[src/rtl/ber_pkg.sv]
package ber_pkg;
    typedef enum logic {
        CNT_RUN = 1'b0,
        CNT_SAT = 1'b1
    } cnt_state_t;

    localparam int unsigned LANES    = 2;
    localparam int unsigned LANE_BIT = 0;
    localparam int unsigned LANE_ERR = 1;
endpackage

[src/rtl/ber_latch_edge.sv]
module ber_latch_edge (
    input  logic clk,
    input  logic rst_n,
    input  logic src_a,
    input  logic src_b,
    output logic fire
);
    logic req, req_q;

    assign req  = src_a | src_b;
    assign fire = req & ~req_q;

    always_ff @(posedge clk) begin
        if (!rst_n) req_q <= 1'b0;
        else        req_q <= req;
    end

    // a latch request that stays high produces only a single edge
    assert_single_edge_R7: assert property (@(posedge clk) disable iff (!rst_n)
        fire |=> !fire);
endmodule

[src/rtl/ber_counter.sv]
module ber_counter
    import ber_pkg::*;
#(
    parameter int unsigned W = 32
) (
    input  logic         clk,
    input  logic         rst_n,
    input  logic         inc,
    input  logic         clr,
    output logic [W-1:0] hold,
    output logic         ovf
);
    localparam logic [W-1:0] MAXV = {W{1'b1}};
    localparam logic [W-1:0] ONE  = {{(W-1){1'b0}}, 1'b1};

    cnt_state_t   state_q, state_d;
    logic [W-1:0] cnt_q;
    logic [W-1:0] hold_q;

    // state register
    always_ff @(posedge clk) begin
        if (!rst_n) state_q <= CNT_RUN;
        else        state_q <= state_d;
    end

    // next state
    always_comb begin
        state_d = state_q;
        unique case (state_q)
            CNT_RUN: begin
                if (clr)                        state_d = CNT_RUN;
                else if (inc && cnt_q == MAXV)  state_d = CNT_SAT;
            end
            CNT_SAT: begin
                if (clr) state_d = CNT_RUN;
            end
        endcase
    end

    // datapath
    always_ff @(posedge clk) begin
        if (!rst_n) begin
            cnt_q  <= '0;
            hold_q <= '0;
        end else if (clr) begin
            hold_q <= cnt_q;
            cnt_q  <= inc ? ONE : '0;
        end else if (inc && state_q == CNT_RUN && cnt_q != MAXV) begin
            cnt_q <= cnt_q + ONE;
        end
    end

    // outputs
    always_comb begin
        hold = hold_q;
        ovf  = (state_q == CNT_SAT);
    end

    assert_idle_stable_R3: assert property (@(posedge clk) disable iff (!rst_n)
        (!inc && !clr) |=> $stable(cnt_q));
    assert_capture_R5: assert property (@(posedge clk) disable iff (!rst_n)
        clr |=> hold_q == $past(cnt_q));
    assert_hold_quiet_R5: assert property (@(posedge clk) disable iff (!rst_n)
        !clr |=> $stable(hold_q));
    assert_restart_R6: assert property (@(posedge clk) disable iff (!rst_n)
        clr |=> cnt_q == {{(W-1){1'b0}}, $past(inc)});
    assert_saturated_R8: assert property (@(posedge clk) disable iff (!rst_n)
        ovf |-> cnt_q == MAXV);
    assert_sticky_R9: assert property (@(posedge clk) disable iff (!rst_n)
        (ovf && !clr) |=> ovf);
endmodule

[src/rtl/ber_byte_read.sv]
module ber_byte_read #(
    parameter int unsigned W = 32
) (
    input  logic [4:0]   addr,
    input  logic [W-1:0] bits_val,
    input  logic [W-1:0] errs_val,
    output logic [7:0]   data
);
    localparam logic [2:0] GRP_BITS = 3'b010; // 08h..0Bh
    localparam logic [2:0] GRP_ERRS = 3'b011; // 0Ch..0Fh

    logic [31:0] bits32, errs32, word;
    logic [1:0]  bsel;

    assign bits32 = 32'(bits_val);
    assign errs32 = 32'(errs_val);
    assign bsel   = 2'd3 - addr[1:0];

    always_comb begin
        if (addr[4:2] == GRP_BITS)      word = bits32;
        else if (addr[4:2] == GRP_ERRS) word = errs32;
        else                            word = '0;
        data = word[bsel*8 +: 8];
    end
endmodule

[src/rtl/ber_count_latch.sv]
module ber_count_latch
    import ber_pkg::*;
#(
    parameter int unsigned CNT_W = 32
) (
    input  logic             clk,
    input  logic             rst_n,
    input  logic             bit_vld,
    input  logic             bit_err,
    input  logic             rx_off,
    input  logic             sync_ok,
    input  logic             lat_pin,
    input  logic             lat_ctl,
    input  logic [4:0]       rd_addr,
    output logic [7:0]       rd_data,
    output logic [CNT_W-1:0] hold_bits,
    output logic [CNT_W-1:0] hold_errs,
    output logic             ovf_bits,
    output logic             ovf_errs
);
    logic             qual;
    logic             fire;
    logic [LANES-1:0] lane_inc;
    logic [LANES-1:0] lane_ovf;
    logic [CNT_W-1:0] lane_hold [LANES];

    // counting gated by receive disable and sync
    assign qual               = bit_vld & ~rx_off & sync_ok;
    assign lane_inc[LANE_BIT] = qual;
    assign lane_inc[LANE_ERR] = qual & bit_err;

    ber_latch_edge u_edge (
        .clk   (clk),
        .rst_n (rst_n),
        .src_a (lat_pin),
        .src_b (lat_ctl),
        .fire  (fire)
    );

    for (genvar g = 0; g < LANES; g++) begin : g_lane
        ber_counter #(.W(CNT_W)) u_cnt (
            .clk   (clk),
            .rst_n (rst_n),
            .inc   (lane_inc[g]),
            .clr   (fire),
            .hold  (lane_hold[g]),
            .ovf   (lane_ovf[g])
        );
    end

    assign hold_bits = lane_hold[LANE_BIT];
    assign hold_errs = lane_hold[LANE_ERR];
    assign ovf_bits  = lane_ovf[LANE_BIT];
    assign ovf_errs  = lane_ovf[LANE_ERR];

    ber_byte_read #(.W(CNT_W)) u_rd (
        .addr     (rd_addr),
        .bits_val (hold_bits),
        .errs_val (hold_errs),
        .data     (rd_data)
    );

    assert_err_le_bits_R2: assert property (@(posedge clk) disable iff (!rst_n)
        hold_errs <= hold_bits);
    assert_err_ovf_implies_bit_ovf_R8: assert property (@(posedge clk) disable iff (!rst_n)
        ovf_errs |-> ovf_bits);
endmodule

[config.mk]
export PLATFORM = sky130hd
export DESIGN_NAME = ber_count_latch
export DESIGN_NICKNAME = d
export VERILOG_FILES = /design/src/rtl/ber_pkg.sv /design/src/rtl/ber_latch_edge.sv /design/src/rtl/ber_counter.sv /design/src/rtl/ber_byte_read.sv /design/src/rtl/ber_count_latch.sv
export SDC_FILE = /design/constraint.sdc
export NUM_CORES = 1
export LEC_CHECK = 0
export BUFFER_PORTS_ARGS = -buffer_cell sky130_fd_sc_hd__buf_4
export CAP_MARGIN = 40
export CORE_ASPECT_RATIO = 1.75
export CORE_MARGIN = 1
export CORE_UTILIZATION = 52
export DETAILED_ROUTE_END_ITERATION = 16
export PLACE_DENSITY = 0.87
export REMOVE_ABC_BUFFERS = 1
export SYNTH_ARGS = -nofsm -noshare
export SYNTH_HDL_FRONTEND = slang
export SYNTH_HIERARCHICAL = 1
export SYNTH_SLANG_ARGS = --single-unit
[constraint.sdc]
create_clock -name clk -period 2.1 [get_ports clk]
set_input_delay 0.21 -clock clk [delete_from_list [all_inputs] [get_ports clk]]
set_output_delay 0.21 -clock clk [all_outputs]
set_load 0.02 [all_outputs]
==> results.md, run 1 <==
* Status: completed
* Number of enable flip-flop cells after synthesis at 0
* Ports at just under 90
* Initial antenna violation count at 0
* Die width at 85.2 um
* Starting Density at 0.540
* Area delta synth->final at 29.4%
* Area leader, netlist: dfxtp_1
* Comb power frac at 0.052
* Max Root-Sink Buffers at 2
* Critical Path Slowest Stage Cell: a2111o_1
* Leading cell types by count after synthesis: 131 x dfxtp_1, 102 x mux2i_1, 82 x nor2_1
* Fin nets at 851
* Rel. slew slack at 0.513
* Met1 track demand over resource at 0.315
* Seq/Total Area, Yosys at 0.417
* Grt met3 use at 0.0592
* Internal power at ~0.0047 W
* MaxCap Viol Count at 0
* Htree depth at 4
* R2r endpoint: g_lane[1].u_cnt/cnt_q[26]
* Worst setup SP type: flop
* Clk_skew at 8.10 ps
* DRT antenna net count at 0
* Worst Path Max Fanout at 13
* Lkg Pwr at 3.28 nW
* P_sw at roughly 0.0013 W
* Clk sinks at 131
* Later-pin clock latency in the skew report at about 420 ps
* Synth Cell Area at 6290 um^2
* CP Capture Type: flop
* Routed wire length at between 15 and 20 mm
* WP data required at 2430 ps
* Top FF cell, synth: dfxtp_1
* Chip Height at 148 um
* Fin. Hold Viols at 0
* RSZ-0062 raised after global routing: yes
* Setup CP Type: reg -> reg
* CTS tree: yes
* Worst Setup Slack, final at between 40 and 50 ps
* FF-to-FF path depth at 6
* DRC violations left at 0
* HP Start: lat_ctl
* Top post-synthesis cells by area: dfxtp_1 42%, mux2i_1 16%, nor2_1 4.9%, a21oi_1 4.0%, or4_1 3.1%
* Most frequent cell after synthesis: dfxtp_1
* Total chip power at between 0.005 and 0.006 W
* Vias in the first global route at between 6000 and 7000
* Root buf cell: clkbuf_16
* Worst min-delay path category: in -> reg
* Final Max Slew Viols at 0
* Minimum clock period at 2060 ps
* Placer Congestion at roughly 0.94
* Vias at approximately 6300
* Ys Warns at 6
* Post-synth top area share at 0.417
* Detailed Routing Iterations Pass 1 at 5
* Num rows at 52
* Fmax at 486 MHz
* Finish-stage setup viols at 0
* Post-DP HPWL at 13.7 mm
* Worst R2R Setup Slack at 40 ps
* Worst reg2reg startpoint: g_lane[1].u_cnt/cnt_q[2]
* Die area at roughly 13000 um^2
* Total track usage at 0.313
* Peak supply drop at 0.610 mV
* Worst hold path stage count at 2
* Core box area at 11600 um^2
* Num CTS Buffers at 17
* Syn_area_per_cell at about 9 um^2
* Gate Count Post-Synth at around 700
* Grt total ovfl at 0
* Ant diodes at 0
* Global-route wire length before repair at 30.7 mm
* Fraction of layout cells with a size suffix above 1 at 0.257
* Post-route clock period utilization at 0.981
* Clock power share at 0.529
* Switching Fraction at 0.217
* DP Worst Slack at -101 ps
* Synth unique cells at between 40 and 50
* Async SR Flop Fraction at 0
* #FFs+latches synth at between 100 and 150
* Pin count of the biggest net entering global routing at 34
* Number of buffers added on ports at 86
* Worst-path cell chain: and4_1 -> nand4_1 -> buf_6 -> a2111o_1 -> or3_1 -> a21oi_1
* Crit path DAT at ~2400 ps
* PD cells at about 730 nW/um^2
* Grt met2 use at 0.570
* Via density at 6.43
* DRT iter0 DRCs at 522
* Power share of the sequential group at 0.419
* Avg WL per Cell at between 15 and 20 um
* Worst-Margin Slew at roughly 700 ps
* GRT Max-Usage Layer: met2
* Hold slack at between 30 and 40 ps
* Clock transition at path regs at ~60 ps
* Hold EP: u_edge/req_q
* Largest stage delay, worst path at 500 ps
==> worst max path at each step <==
| stage | start | endpoint | slack [ps] | depth (start not counted) |
|---|---|---|---|---|
| CTS | g_lane[1].u_cnt/cnt_q[5] | g_lane[1].u_cnt/cnt_q[29] | 4 | 5 |
| finish | g_lane[1].u_cnt/cnt_q[2] | g_lane[1].u_cnt/cnt_q[26] | 40 | 6 |
| global route | g_lane[1].u_cnt/cnt_q[12] | g_lane[1].u_cnt/cnt_q[14] | -70 | 7 |
| floorplan | u_edge/req_q | g_lane[0].u_cnt/cnt_q[17] | -1730 | 4 |
| detailed placement | rx_off | g_lane[1].u_cnt/cnt_q[29] | -100 | 7 |
| global placement | rx_off | g_lane[1].u_cnt/cnt_q[29] | -70 | 7 |
==> area by class of cell <==
class / instances / area, um^2
repair buffers: 160 / 1210
clock buffers: 19 / 453
well taps: 135 / 169
inverters: 12 / 45.0
multi-input cells: 514 / 3460
clock inverters: 13 / 183
fillers: 732 / 3510
flip-flops and latches: 131 / 2630
==> flip-flops by register name (all words and copies together), names as in the netlist <==
name                cells
g_lane.u_cnt/cnt_q     64
u_edge/req_q            1
g_lane.u_cnt/hold      64
g_lane.u_cnt/ovf        2
==> timing repair <==
item	4_1_cts	5_1_grt
buffers inserted	0	2
hold endpoints to repair	1	0
endpoints found under the setup margin	2	26
pin swaps	0	7
hold buffers	1	0
gates resized for setup	1	12
cloned	0	1
==> layer usage <==
| layer | up-vias | wire length (um) |
|---|---|---|
| li1 | 2868 | - |
| met1 | 3022 | 6920 |
| met2 | 344 | 10300 |
| met3 | 90 | 1120 |
| met4 | 0 | 1160 |
| met5 | - | 0 |
==> per-stage QoR <==
step           std cells  area (um^2)   util  setup TNS [ps]
2_1_floorplan        657         6080      -         -167000
3_3_place_gp         948         7430  0.638           -79.9
3_5_place_dp         948         7430  0.638            -325
4_1_cts              981         8080  0.693               0
5_1_grt              984         8140  0.699            -364
6_report             984         8140  0.699               0
==> cell usage in the layout (no fill, tap or decap), drive strengths merged, types with 2 or more instances in the layout <==
cell type and count:
nor2 82, xnor2 2, a31oi 6, or4 26
or3 30, and4bb 2, dfxtp 131, buf 159
a2111oi 2, nor4 8, nand3 28, nand2 38
a2111o 2, or2 4, o21ai 26, nand2b 4
o21a 11, clkinv 7, and4 6, clkinvlp 4
nand4 18, o221ai 8, and2 2, clkbuf 19
a21oi 50, bufinv 4, a41o 2, a22oi 2
xor2 2, nor3 2, mux2i 102, inv 10
nor2b 4, a31o 2, ha 2, o22ai 8
o31ai 20, and3 8
==> worst max-delay path: cells and delay by family, from the launching register on <==
kind            cells  cell delay [ps]
compound gates      2              670
buf+inv             1              180
flops               1              320
simple gates        3              810
==> logic make-up (layout without fill, tap and decap cells) <==
group / count (synthesis) / after routing / synth area share
adder cells (fa/ha/maj): 2 / 2 / 0.00398
AND/OR/NAND/NOR: 266 / 266 / 0.231
buffers and inverters: 58 / 204 / 0.0408
XOR/XNOR: 4 / 4 / 0.00557
AO/OA/AOI/OAI: 140 / 140 / 0.140
multiplexers: 102 / 102 / 0.162
flip-flops: 131 / 131 / 0.417
==> power groups by stage <==
stage / logic [W] / clock network (W) / registers [W]
floorplan: 0.000193 / 0 / 0.00255
global placement: 0.000288 / 0 / 0.00255
global route: 0.000321 / 0.00329 / 0.00249
detailed placement: 0.000296 / 0 / 0.00255
CTS: 0.000301 / 0.00317 / 0.00249
finish: 0.000308 / 0.00315 / 0.00249
Power figures use the tool's default switching activity.
==> run 2: changes to the inputs <==
CORE_UTILIZATION = 54   (was 52)
CTS_BUF_LIST = sky130_fd_sc_hd__clkbuf_2 sky130_fd_sc_hd__clkbuf_4 sky130_fd_sc_hd__clkbuf_8   (was not set)
PLACE_DENSITY = 0.9   (was 0.87)
==> run 2 against run 1 <==
The flow now finishes with violations (negative setup slack). Register-to-register slack got worse by 120 ps. Worst hold slack improved by 240 ps. Worst setup slack worse by 120 ps. Count of clock-buffer cells in the layout grew 3. Fmax down 5.6%. Die area fell by 3.6%. Final cell count rose by 0.61%. Non-clock buffer count rose by 8. First-iteration DRC count rose by 30%. Largest power group is now registers.
==> results.md, run 2 (synthesis gave the netlist of run 1 again) <==
* HP Start: rst_n
* Placed Cells incl. Taps at 943 (-0.53%)
* Global-route wire length before repair at 31.7 mm (+3.1%)
* Minimum clock period at 2180 ps (+123 ps)
* Rel. slew slack at 0.571 (+0.0580)
* MaxCap Viol Count at 0 (unchanged)
* Routed wire length at 21.6 mm (+11%)
* Worst setup SP type: flop
* Lkg Pwr at 3.26 nW (-0.67%)
* Pin count of the biggest net entering global routing at 34 (unchanged)
* DP Worst Slack at -97.9 ps (+2.89 ps)
* CTS tree: yes
* Clk_skew at 13.1 ps (+5.00 ps)
* Num rows at 51 (-1.9%)
* Area delta synth->final at 28.8%
* RSZ-0062 raised after global routing: yes
* Worst Path Max Fanout at 6 (-7)
* Max Root-Sink Buffers at 2 (unchanged)
* Fmax at 458 MHz (-5.6%)
* Worst min-delay path category: in -> reg
* Crit path to: g_lane[1].u_cnt/cnt_q[29]
* Number of buffers added on ports at 86 (unchanged)
* Die area at 12100 um^2 (-3.6%)
* Hold slack at 275 ps (+241 ps)
* Crit path DAT at 2470 ps (+80 ps)
* Placer Congestion at 0.951 (+0.87%)
* Worst-Margin Slew at 644 ps (-68.6 ps)
* Most frequent cells in the layout: 162 x buf_4, 122 x dfxtp_1, 102 x mux2i_1
* Detailed Routing Iterations Pass 1 at 6 (+1)
* WP data required at 2390 ps (-40 ps)
* DRC violations left at 0 (unchanged)
* Clock transition at path regs at 70 ps (about the same)
* Most common cell after layout, fill and taps aside: buf_4
* Fin nets at 860 (+1.1%)
* Finish-stage setup viols at 7 (+7)
* Setup CP Type: reg -> reg
* Ports at 87 (unchanged)
* FF-to-FF path depth at 6 (unchanged)
* # fillers at 688 (-6.0%)
* Die width at 83.6 um (-1.8%)
* DRT iter0 DRCs at 676 (+30%)
* Ant diodes at 0 (unchanged)
* Post-route insts no fill at 990 (+0.61%)
* Peak supply drop at 0.683 mV (+12%)
* Crit path launch: g_lane[1].u_cnt/cnt_q[12]
* Status: complete, but fails checks
* DRT antenna net count at 0 (unchanged)
* Post-route clock period utilization at 1.04 (+0.0585)
* Initial antenna violation count at 0 (unchanged)
* Vias at 6686 (+5.7%)
* Fin. Hold Viols at 0 (unchanged)
* Avg WL per Cell at 21.8 um (+9.8%)
* Grt total ovfl at 0 (unchanged)
* Vias in the first global route at 6336 (+0.11%)
* Later-pin clock latency in the skew report at 430 ps (about the same)
* Failing checks: negative setup slack
* Post-DP HPWL at 14.0 mm (+2.5%)
* Total track usage at 0.335 (+0.0213)
* Worst R2R Setup Slack at -80 ps (-120 ps)
* Via density at 6.75 (+5.1%)
* Core box area at 11200 um^2 (-3.6%)
* Htree depth at 4 (unchanged)
* Chip Height at 145 um (-1.8%)
* Final Max Slew Viols at 0 (unchanged)
* CP Capture Type: flop
* Root buf cell: clkbuf_8
* Worst reg2reg startpoint: g_lane[1].u_cnt/cnt_q[12]
* Post-layout util at 0.722 (+0.0228)
* Fraction of layout cells with a size suffix above 1 at 0.290 (+0.0334)
* Starting Density at 0.560 (+0.0200)
* Num CTS Buffers at 17 (unchanged)
* Worst Setup Slack, final at -82.1 ps (-123 ps)
* PD cells at 632 nW/um^2 (-14%)
* R2r endpoint: g_lane[1].u_cnt/cnt_q[29]
* Clk sinks at 131 (unchanged)
-- run 2: changes by cell type in the layout (fill, tap and decap cells not counted), sizes merged --
cell         change
clkinv           -1
clkbuf           +3
buf              +7
a2111o           +1
clkinvlp         -2
dlygate4sd3      +1
-- run 2: where the power goes --
group | internal, W | switching (W) | leakage [nW]
clock network | 0.00139 | 0.000930 | 0.223
registers | 0.00249 | 0.00000522 | 1.06
logic | 0.000127 | 0.000186 | 1.97
-- run 2: what timing repair did --
item / 4_1_cts / 5_1_grt
hold endpoints to repair: 1 / 0
hold buffers: 2 / 0
cloned: 0 / 2
buffers inserted: 0 / 11
pin swaps: 1 / 10
endpoints found under the setup margin: 4 / 39
gates resized for setup: 4 / 38
-- run 2: worst min-delay path by stage --
| stage | endpoint | depth (start not counted) |
|---|---|---|
| 2_1_floorplan | u_edge/req_q | 1 |
| 3_3_place_gp | u_edge/req_q | 2 |
| 3_5_place_dp | u_edge/req_q | 2 |
| 4_1_cts | g_lane[0].u_cnt/cnt_q[31] | 4 |
| 5_1_grt | g_lane[1].u_cnt/cnt_q[31] | 4 |
| 6_report | g_lane[1].u_cnt/cnt_q[31] | 4 |
-- run 2: layout make-up --
type	instances	area (um^2)	area share
Multi-Input combinational cell	515	3550	0.438
Sequential cell	131	2630	0.325
Timing Repair Buffer	168	1270	0.157
Clock buffer	22	284	0.0350
Tap cell	132	165	0.0204
Clock inverter	10	155	0.0191
Inverter	12	45.0	0.00556
-- run 2: worst max-delay path, cell delays in order (launching register included) --
cell and delay (ps):
dfxtp_2 360, and4_1 250, nand2_1 150, or4_4 580, buf_4 170, o31ai_1 380, a21oi_1 140
-- run 2: per-stage QoR --
step / setup TNS, ps / total power (W) / cell area [um^2]
3_3_place_gp: -63.2 / 0.00283 / 7410
6_report: -246 / 0.00512 / 8110
3_5_place_dp: -458 / 0.00284 / 7410
2_1_floorplan: -167000 / 0.00274 / 6080
4_1_cts: 0 / 0.00512 / 7880
5_1_grt: -826 / 0.00525 / 8110
-- run 2: metal layers --
metal / global-route usage / part of all wire / wire length (um) / vias to the layer above
li1: - / - / - / 2897
met1: 0.336 / 0.33 / 7040 / 3128
met2: 0.619 / 0.51 / 11100 / 498
met3: 0.0613 / 0.080 / 1730 / 163
met4: 0.239 / 0.080 / 1730 / 0
met5: 0 / 0 / 0 / -
==> run 3: changes to the inputs <==
CORE_MARGIN = 5   (was 1)
==> run 3 against run 2 <==
The flow still finishes with violations (negative setup slack). Register-to-register slack improved by 70 ps. Clock power fell by 16%. Fmax rose by 3.4%. Sequential share of layout area rose by 0.40 points. Sequential cell count did not move. Via count fell by 4.2%. Sequential power barely moved. Critical path type unchanged. Highest routed layer unchanged.
==> results.md, run 3 (synthesis gave the netlist of run 1 again) <==
* Post-DP HPWL at 13.7 mm (-2.4%)
* Minimum clock period at 2110 ps (-71.5 ps)
* Fin Setup TNS at -10.6 ps (+235 ps)
* Internal power at 0.00360 W (-10%)
* Most frequent cells in the layout: 161 x buf_4, 129 x dfxtp_1, 102 x mux2i_1
* Lkg Pwr at 3.23 nW (-0.70%)
* RSZ-0062 raised after global routing: yes
* Switching Fraction at 0.243 (+0.0243)
* Routed wire length at 19.6 mm (-9.3%)
* DRT antenna net count at 0 (unchanged)
* Num rows at 52 (+2.0%)
* Clock transition at path regs at 80 ps (about the same)
* Fmax at 474 MHz (+3.4%)
* Fraction of layout cells with a size suffix above 1 at 0.266 (-0.0239)
* Ant diodes at 0 (unchanged)
* Detailed Routing Iterations Pass 1 at 6 (unchanged)
* WP data required at 2480 ps (+90 ps)
* Num CTS Buffers at 17 (unchanged)
* Grt total ovfl at 0 (unchanged)
* Fin. Hold Viols at 0 (unchanged)
* Comb power frac at 0.065 (+0.004)
* Global-route wire length before repair at 30.5 mm (-3.8%)
* Number of buffers added on ports at 86 (unchanged)
* Worst setup SP type: flop
* Worst Path Max Fanout at 8 (+2)
* Clock power share at 0.411 (-0.042)
* CP Capture Type: flop
* Htree depth at 4 (unchanged)
* Placer Congestion at 0.868 (-8.7%)
* Vias at 6408 (-4.2%)
* Clk sinks at 131 (unchanged)
* # fillers at 775 (+13%)
* Rel. slew slack at 0.625 (+0.0544)
* Chip Height at 153 um (+5.5%)
* Area delta synth->final at 26.8%
* Worst min-delay path category: in -> reg
* Avg WL per Cell at 19.8 um (-9.4%)
* Via density at 6.47 (-4.3%)
* Max Root-Sink Buffers at 2 (unchanged)
* Crit path DAT at 2490 ps (+20 ps)
* Initial antenna violation count at 0 (unchanged)
* MaxCap Viol Count at 0 (unchanged)
* Die area at 14000 um^2 (+16%)
* Total track usage at 0.270 (-0.0644)
* Failing checks: negative setup slack
* PD cells at 596 nW/um^2 (-5.7%)
* Fin nets at 858 (-0.23%)
* Worst reg2reg startpoint: g_lane[0].u_cnt/cnt_q[5]
* Crit path launch: g_lane[0].u_cnt/cnt_q[5]
* Post-route clock period utilization at 1.01 (-0.0341)
* Finish-stage setup viols at 1 (-6)
* DRC violations left at 0 (unchanged)
* Root buf cell: clkbuf_8
* Die width at 91.6 um (+9.6%)
* Pin count of the biggest net entering global routing at 34 (unchanged)
* DRT iter0 DRCs at 505 (-25%)
* HP Start: rst_n
* Power share of the sequential group at 0.524 (+0.038)
* Hold slack at 269 ps (-6.61 ps)
* Vias in the first global route at 6146 (-3.0%)
* Peak supply drop at 0.437 mV (-36%)
* Starting Density at 0.546 (-0.0139)
* Worst-Margin Slew at 548 ps (-95.8 ps)
* Setup CP Type: reg -> reg
* Later-pin clock latency in the skew report at 450 ps (+20 ps)
* Core box area at 11500 um^2 (+2.5%)
* CTS tree: yes
* Ports at 87 (unchanged)
* P_sw at 0.00116 W (+3.2%)
* Worst Setup Slack, final at -10.6 ps (+71.5 ps)
* Most common cell after layout, fill and taps aside: buf_4
* Final Max Slew Viols at 0 (unchanged)
* Clk_skew at 8.77 ps (-4.33 ps)
* Status: complete, but fails checks
run 3: critical path, cell delays in order, from the launching register on:
cell	delay (ps)
dfxtp_2	330
and4_1	220
nand4_1	180
buf_6	190
a2111o_1	420
buf_4	200
or3_1	350
a21oi_2	150
run 3: power groups by stage:
stage | Clock (W) | Sequential (W) | Combinational (W)
2_1_floorplan | 0 | 0.00255 | 0.000193
3_3_place_gp | 0 | 0.00255 | 0.000290
3_5_place_dp | 0 | 0.00255 | 0.000296
4_1_cts | 0.00197 | 0.00249 | 0.000302
5_1_grt | 0.00209 | 0.00249 | 0.000322
6_report | 0.00196 | 0.00249 | 0.000310
run 3: timing repair:
item,in CTS,in global routing
gates resized for setup,0,19
endpoints found under the setup margin,0,34
buffers inserted,0,9
hold endpoints to repair,1,0
hold buffers,2,0
run 3: area by class of cell:
type	count	area [um^2]	area share
well taps	135	169	0.0212
flip-flops and latches	131	2630	0.329
clock inverters	11	87.6	0.0110
clock buffers	21	270	0.0339
multi-input cells	514	3490	0.438
repair buffers	167	1290	0.162
inverters	12	45.0	0.00564
run 3: per-stage QoR:
| step | util | std cells | total power [W] | instance area, um^2 | setup WS (ps) |
|---|---|---|---|---|---|
| floorplan | - | 657 | 0.00274 | 6080 | -1730 |
| global route | 0.693 | 991 | 0.00491 | 7980 | -126 |
| CTS | 0.680 | 982 | 0.00477 | 7830 | 10.3 |
| finish | 0.693 | 991 | 0.00476 | 7980 | -10.6 |
| detailed placement | 0.647 | 948 | 0.00284 | 7450 | -121 |
| global placement | 0.647 | 948 | 0.00284 | 7450 | -88.4 |
run 3: worst paths after layout:
path / depth (start not counted) / slack (ps) / endpoint
hold reg to reg: 2 / 520 / g_lane[0].u_cnt/hold[31]
setup reg to reg: 7 / -10 / g_lane[0].u_cnt/cnt_q[20]
setup / recovery: 7 / -10 / g_lane[0].u_cnt/cnt_q[20]
hold / removal: 4 / 270 / g_lane[1].u_cnt/cnt_q[31]
run 3: layer usage:
metal,vias to the layer above,wire length (um),global-route usage
met5,-,0,0
met4,0,1470,0.186
met3,114,1340,0.0519
met2,375,10000,0.484
met1,3027,6720,0.276
li1,2892,-,-
